File: src/rtl/coadd_pkg.sv
package coadd_pkg;
  typedef enum logic [2:0] {
    ST_IDLE,
    ST_PREP,
    ST_CLEAR,
    ST_ACCUM,
    ST_DRAIN
  } seq_state_t;
endpackage

File: src/rtl/coadd_seq.sv
module coadd_seq
  import coadd_pkg::*;
#(
  parameter int CNT_W = 16
) (
  input  logic             clk,
  input  logic             rst_n,
  input  logic             start,
  input  logic             init,
  input  logic [CNT_W-1:0] cfg_coadds,
  input  logic             cfg_cds,
  input  logic [CNT_W-1:0] cfg_fowler,
  input  logic             frame_end,
  output logic             busy,
  output logic             done,
  output logic             flush,
  output logic             run,
  output logic             zero_mode,
  output logic             bank
);
  seq_state_t       state_q;
  logic             clr_job_q, cds_q, bank_q, done_q, flush_q;
  logic [CNT_W-1:0] coadds_q, fowler_q, co_cnt_q, fs_cnt_q;
  logic             counts_zero, fs_last, co_last;

  assign counts_zero = (coadds_q == '0) || (fowler_q == '0);
  assign fs_last     = (fs_cnt_q == fowler_q - 1'b1);
  assign co_last     = (co_cnt_q == coadds_q - 1'b1);

  always_ff @(posedge clk) begin
    if (!rst_n) begin
      state_q   <= ST_IDLE;
      clr_job_q <= 1'b0;
      cds_q     <= 1'b0;
      bank_q    <= 1'b0;
      done_q    <= 1'b0;
      flush_q   <= 1'b0;
      coadds_q  <= '0;
      fowler_q  <= '0;
      co_cnt_q  <= '0;
      fs_cnt_q  <= '0;
    end else begin
      done_q  <= 1'b0;
      flush_q <= 1'b0;
      case (state_q)
        ST_IDLE: begin
          if (init) begin
            clr_job_q <= 1'b1;
            flush_q   <= 1'b1;
            state_q   <= ST_PREP;
          end else if (start) begin
            clr_job_q <= 1'b0;
            flush_q   <= 1'b1;
            coadds_q  <= cfg_coadds;
            fowler_q  <= cfg_fowler;
            cds_q     <= cfg_cds;
            state_q   <= ST_PREP;
          end
        end
        ST_PREP: begin
          co_cnt_q <= '0;
          fs_cnt_q <= '0;
          if (clr_job_q) begin
            bank_q  <= 1'b0;
            state_q <= ST_CLEAR;
          end else if (counts_zero) begin
            state_q <= ST_DRAIN;
          end else begin
            bank_q  <= !cds_q;
            state_q <= ST_ACCUM;
          end
        end
        ST_CLEAR: begin
          if (frame_end) begin
            if (!bank_q) bank_q <= 1'b1;
            else         state_q <= ST_DRAIN;
          end
        end
        ST_ACCUM: begin
          if (frame_end) begin
            if (!fs_last) begin
              fs_cnt_q <= fs_cnt_q + 1'b1;
            end else begin
              fs_cnt_q <= '0;
              if (!bank_q) begin
                bank_q <= 1'b1;
              end else if (!co_last) begin
                co_cnt_q <= co_cnt_q + 1'b1;
                bank_q   <= !cds_q;
              end else begin
                state_q <= ST_DRAIN;
              end
            end
          end
        end
        ST_DRAIN: begin
          done_q  <= 1'b1;
          state_q <= ST_IDLE;
        end
        default: state_q <= ST_IDLE;
      endcase
    end
  end

  assign busy      = (state_q != ST_IDLE);
  assign done      = done_q;
  assign flush     = flush_q;
  assign run       = (state_q == ST_ACCUM) || (state_q == ST_CLEAR);
  assign zero_mode = (state_q == ST_CLEAR);
  assign bank      = bank_q;


  done_single_chk: assert property (@(posedge clk) disable iff (!rst_n)
    done |=> !done);


  done_idle_chk: assert property (@(posedge clk) disable iff (!rst_n)
    done |-> !busy);


  busy_ignore_chk: assert property (@(posedge clk) disable iff (!rst_n)
    (busy && (start || init)) |=> ($stable(coadds_q) && $stable(fowler_q) && !flush));
endmodule

File: src/rtl/coadd_scan.sv
module coadd_scan #(
  parameter int PIX_AW = 16
) (
  input  logic            clk,
  input  logic            rst_n,
  input  logic            restart,
  input  logic            step,
  output logic [PIX_AW:0] pos,
  output logic            frame_end
);
  logic [PIX_AW:0] pos_q;

  always_ff @(posedge clk) begin
    if (!rst_n || restart) pos_q <= '0;
    else if (step)         pos_q <= pos_q + 1'b1;
  end

  assign pos       = pos_q;
  assign frame_end = step && (&pos_q);


  scan_wrap_chk: assert property (@(posedge clk) disable iff (!rst_n)
    frame_end |=> (pos == '0));


  scan_hold_chk: assert property (@(posedge clk) disable iff (!rst_n)
    (!step && !restart) |=> $stable(pos));
endmodule

File: src/rtl/coadd_rmw.sv
module coadd_rmw #(
  parameter int ADDR_W = 18,
  parameter int IN_W   = 24,
  parameter int SAMP_W = 16,
  parameter int ACC_W  = 32
) (
  input  logic              clk,
  input  logic              rst_n,
  input  logic              issue,
  input  logic              zero_mode,
  input  logic [ADDR_W-1:0] issue_addr,
  input  logic [IN_W-1:0]   sample_in,
  input  logic [ACC_W-1:0]  mem_rd_data,
  output logic              mem_rd_en,
  output logic [ADDR_W-1:0] mem_rd_addr,
  output logic              mem_wr_en,
  output logic [ADDR_W-1:0] mem_wr_addr,
  output logic [ACC_W-1:0]  mem_wr_data
);
  logic [ACC_W-1:0]  samp_ext, samp_q;
  logic [ADDR_W-1:0] addr_q;
  logic              pend_q, zero_q;

  generate
    if (ACC_W > SAMP_W) begin : g_widen
      assign samp_ext = {{(ACC_W-SAMP_W){1'b0}}, sample_in[SAMP_W-1:0]};
    end else begin : g_trunc
      assign samp_ext = sample_in[ACC_W-1:0];
    end
    if (IN_W > SAMP_W) begin : g_drop
      logic unused_hi;
      assign unused_hi = ^sample_in[IN_W-1:SAMP_W];
    end
  endgenerate

  always_ff @(posedge clk) begin
    if (!rst_n) begin
      pend_q <= 1'b0;
      zero_q <= 1'b0;
      addr_q <= '0;
      samp_q <= '0;
    end else begin
      pend_q <= issue;
      if (issue) begin
        addr_q <= issue_addr;
        zero_q <= zero_mode;
        samp_q <= samp_ext;
      end
    end
  end

  assign mem_rd_en   = issue && !zero_mode;
  assign mem_rd_addr = issue_addr;
  assign mem_wr_en   = pend_q;
  assign mem_wr_addr = addr_q;
  assign mem_wr_data = zero_q ? '0 : (mem_rd_data + samp_q);


  rmw_same_addr_chk: assert property (@(posedge clk) disable iff (!rst_n)
    issue |=> (mem_wr_en && (mem_wr_addr == $past(issue_addr))));


  rmw_no_collide_chk: assert property (@(posedge clk) disable iff (!rst_n)
    (mem_rd_en && mem_wr_en) |-> (mem_rd_addr != mem_wr_addr));
endmodule

File: src/rtl/cds_coadder.sv
module cds_coadder #(
  parameter int PIX_AW = 16,
  parameter int CNT_W  = 16,
  parameter int IN_W   = 24,
  parameter int SAMP_W = 16,
  parameter int ACC_W  = 32
) (
  input  logic              clk,
  input  logic              rst_n,
  input  logic              start,
  input  logic              init,
  input  logic [CNT_W-1:0]  cfg_coadds,
  input  logic              cfg_cds,
  input  logic [CNT_W-1:0]  cfg_fowler,
  output logic              busy,
  output logic              done,
  output logic              fifo_flush,
  input  logic              s_valid,
  output logic              s_ready,
  input  logic [IN_W-1:0]   s_data,
  output logic              mem_rd_en,
  output logic [PIX_AW+1:0] mem_rd_addr,
  input  logic [ACC_W-1:0]  mem_rd_data,
  output logic              mem_wr_en,
  output logic [PIX_AW+1:0] mem_wr_addr,
  output logic [ACC_W-1:0]  mem_wr_data
);
  localparam int ADDR_W = PIX_AW + 2;

  logic            run, zero_mode, bank, frame_end, issue;
  logic [PIX_AW:0] pos;

  assign s_ready = run && !zero_mode;
  assign issue   = run && (zero_mode || s_valid);

  coadd_seq #(.CNT_W(CNT_W)) u_seq (
    .clk        (clk),
    .rst_n      (rst_n),
    .start      (start),
    .init       (init),
    .cfg_coadds (cfg_coadds),
    .cfg_cds    (cfg_cds),
    .cfg_fowler (cfg_fowler),
    .frame_end  (frame_end),
    .busy       (busy),
    .done       (done),
    .flush      (fifo_flush),
    .run        (run),
    .zero_mode  (zero_mode),
    .bank       (bank)
  );

  coadd_scan #(.PIX_AW(PIX_AW)) u_scan (
    .clk       (clk),
    .rst_n     (rst_n),
    .restart   (fifo_flush),
    .step      (issue),
    .pos       (pos),
    .frame_end (frame_end)
  );

  coadd_rmw #(
    .ADDR_W (ADDR_W),
    .IN_W   (IN_W),
    .SAMP_W (SAMP_W),
    .ACC_W  (ACC_W)
  ) u_rmw (
    .clk         (clk),
    .rst_n       (rst_n),
    .issue       (issue),
    .zero_mode   (zero_mode),
    .issue_addr  ({bank, pos}),
    .sample_in   (s_data),
    .mem_rd_data (mem_rd_data),
    .mem_rd_en   (mem_rd_en),
    .mem_rd_addr (mem_rd_addr),
    .mem_wr_en   (mem_wr_en),
    .mem_wr_addr (mem_wr_addr),
    .mem_wr_data (mem_wr_data)
  );
endmodule

File: config.mk
export PLATFORM = sky130hd
export DESIGN_NAME = cds_coadder
export DESIGN_NICKNAME = d
export VERILOG_FILES = /design/src/rtl/coadd_pkg.sv /design/src/rtl/coadd_seq.sv /design/src/rtl/coadd_scan.sv /design/src/rtl/coadd_rmw.sv /design/src/rtl/cds_coadder.sv
export SDC_FILE = /design/constraint.sdc
export NUM_CORES = 1
export LEC_CHECK = 0
export ABC_AREA = 1
export BUFFER_PORTS_ARGS = -buffer_cell sky130_fd_sc_hd__buf_2
export CAP_MARGIN = 30
export CORE_ASPECT_RATIO = 1.75
export CORE_MARGIN = 10
export CORE_UTILIZATION = 50
export DETAILED_ROUTE_END_ITERATION = 12
export GPL_ROUTABILITY_DRIVEN = 0
export PLACE_DENSITY = 0.76
export SYNTH_ARGS = -nofsm -noshare
export SYNTH_HDL_FRONTEND = slang
export SYNTH_HIERARCHICAL = 1
export SYNTH_SLANG_ARGS = --single-unit
File: constraint.sdc
create_clock -name clk -period 7.4 [get_ports clk]
set_input_delay 1.11 -clock clk [delete_from_list [all_inputs] [get_ports clk]]
set_output_delay 1.11 -clock clk [all_outputs]
set_load 0.005 [all_outputs]
==> flow_metrics.env <==
export IMPL_die_w_um=121
export IMPL_synth_largest_area_cell="dfxtp_1"
export IMPL_synth_seq_cells=125
export IMPL_synthCells=1436
export IMPL_p_leak_nw=5.07
export IMPL_htreeDepth=4
export IMPL_post_drt_wl_per_cell_um=14.7
export IMPL_die_y_um=197
export IMPL_drive_above_1_share_pct=19.4
export IMPL_r2r_slack_ps=4040
export IMPL_die_area_sq_um=24000
export IMPL_synth_nets=1554
export IMPL_crit_fanout=47
export IMPL_design_core_area_sq_um=17600
export IMPL_fin_setup_tns_ps=0
export IMPL_synth_cell_types=51
export IMPL_worst_ir_drop_vdd_v=0.000216
export IMPL_ys_seq_area_share_pct=27.8
export IMPL_clk_path_buf_depth=2
export IMPL_drt_initial_drc_count=536
export IMPL_critical_path_required_ps=6290
export IMPL_ys_top_cells_by_area="dfxtp_1 (28%), nand2_1 (13%), nor2_1 (9.9%), inv_1 (7.4%), nand3_1 (5.6%)"
export IMPL_vias=9520
export IMPL_first_global_vias=9095
export IMPL_rows=64
export IMPL_min_period_over_period_pct=62.4
export IMPL_netlist_area_sq_um=8990
export IMPL_maxCapViolCount=0
export IMPL_drt_pre_antenna_iters=7
export IMPL_gr_total_overflow=0
export IMPL_fin_skew_ps=5.93
export IMPL_antenna_left=0
export IMPL_start_util_pct=51.0
export IMPL_relSlewSlack_pct=38.2
export IMPL_worstSetupEndpointType="output port"
export IMPL_start_kind="register"
export IMPL_p_per_area_nw_per_um2=288
export IMPL_rsz0062_at_grt="no"
export IMPL_status="completed"
export IMPL_synth_top_area_share_pct=27.8
export IMPL_syn_avg_cell_area_sq_um=6.26
export IMPL_drc_errors=0
export IMPL_clkLatencyLatePin_ps=410
export IMPL_period_needed_ps=4620
export IMPL_antenna_found_initial=0
export IMPL_worst_pin_slew_ps=925
export IMPL_hold_buffers=0
export IMPL_fmax_mhz=216
export IMPL_hold_violations=0
export IMPL_io_buffers=159
export IMPL_synth_edff_count=0
export IMPL_place_detailed_hpwl_um=20900
export IMPL_cts_inserted_buffers=17
export IMPL_grt_pass1_wl_um=42500
export IMPL_arrival_ps=3510
export IMPL_cts_setup_buffers=0
export IMPL_post_cts_resized=0
export IMPL_ys_async_sr_fraction_pct=0
export IMPL_setup_viol=0
export IMPL_instances_no_fill=1811
export IMPL_nNetsFinal=1685
export IMPL_drt_vias_per_instance=5.26
export IMPL_ios=168
export IMPL_grt_max_degree=48
export IMPL_yosys_warnings=6
export IMPL_diodes=0
export IMPL_clkSlewWorstSetupHoldPaths_ps=60
export IMPL_cts_root_buffer="clkbuf_16"
export IMPL_totalWireLength_um=26600
export IMPL_worstSetupPathType="reg2out"
export IMPL_place_inst=1779
export IMPL_cts_tree="yes"
export IMPL_worstHoldPathType="reg2reg"
export IMPL_track_usage_pct=21.6
export IMPL_synth_top_flop_cell="dfxtp_1"
export IMPL_syn_to_final_growth_pct=15.7
export IMPL_cts_sinks=125
export IMPL_drv_slew=0
## worst max-delay path, stage by stage, from the launching register on
cell and delay (ps):
dfxtp_1 400, inv_2 60, nor2_2 160, inv_2 110, nor2_1 270, nor2_1 130
nor2_4 710, clkinv_1 670, nor2_1 400, buf_2 180
## synthesized netlist by cell type, drive strengths merged, types with 6 or more instances
master	count
inv	188
nand4	30
buf	27
a21oi	92
nor3	26
nand3b	6
nand2	338
dfxtp	125
xor2	32
clkbuf	24
nor4	7
ha	23
nand3	108
xnor2	17
nor2	274
o21ai	90
## registers in the layout, summed over array words and instances, names as in the netlist
register and cells:
u_rmw/mem_wr_addr 18, u_scan/pos 17, u_rmw/samp_q 16, u_seq/co_cnt_q 16, u_seq/coadds_q 16, u_seq/fowler_q 16
u_seq/fs_cnt_q 16, u_seq/state_q 3, u_rmw/mem_wr_en 1, u_rmw/zero_q 1, u_seq/bank 1, u_seq/cds_q 1
u_seq/clr_job_q 1, u_seq/done 1, u_seq/flush 1
## placed cells by master, fill, tap and decap left out, drive strengths merged, types with 26 or more instances in the layout
cell type | Yosys | layout
nand2 | 338 | 338
nor2 | 274 | 274
inv | 188 | 190
buf | 27 | 163
dfxtp | 125 | 125
nand3 | 108 | 108
a21oi | 92 | 92
o21ai | 90 | 90
xor2 | 32 | 32
nand4 | 30 | 30
nor3 | 26 | 26
## metrics by stage
step,power [mW],cell area [sq um],util (%),hold WS [ps],setup WS [ps]
CTS,3.01,10400,59.0,495,2690
global route,3.22,10400,59.0,521,2470
floorplan,1.84,8990,-,441,3910
global placement,2.17,9810,55.7,473,2380
detailed placement,2.20,9830,55.8,477,3010
finish,3.00,10400,59.0,491,2780
## area by class of cell
cell class | instances | area, sq um
tap | 231 | 289
multi-input combinational | 1069 | 5480
inverter | 191 | 717
sequential | 125 | 2500
clock inverter | 13 | 115
fill | 1788 | 7210
clock buffer | 19 | 453
timing repair buffer | 163 | 846
## final timing paths
kind / start / endpoint / depth (start not counted)
max: u_seq/state_q[1] / mem_rd_en / 9
min: u_rmw/mem_wr_addr[3] / u_rmw/mem_wr_addr[3] / 2
max reg2reg: u_seq/state_q[1] / u_seq/fs_cnt_q[12] / 15
min reg2reg: u_rmw/mem_wr_addr[3] / u_rmw/mem_wr_addr[3] / 2
## report_power, final
part / switching [mW] / total (mW) / internal (mW)
combinational: 0.868 / 1.33 / 0.465
sequential: 0.0942 / 0.869 / 0.775
clock: 0.315 / 0.794 / 0.479
total: 1.28 / 3.00 / 1.72
## routing by layer
metal / vias to the layer above / track usage, % / part of all wire (%)
met4: 0 / 13.3 / 5.4
met2: 314 / 41.1 / 54
met3: 87 / 3.92 / 5.3
met5: - / 0 / 0
met1: 4288 / 20.4 / 36
li1: 4831 / - / -
## cell families after synthesis
family / share of synthesized area, %
AOI/OAI and AO/OA: 11.7
and+or+nand+nor: 40.8
xor gates and xnor gates: 5.03
DFF: 27.8
buffers and inverters: 11.3
adders and majority gates: 3.42
(Power assumes the default switching activity.)
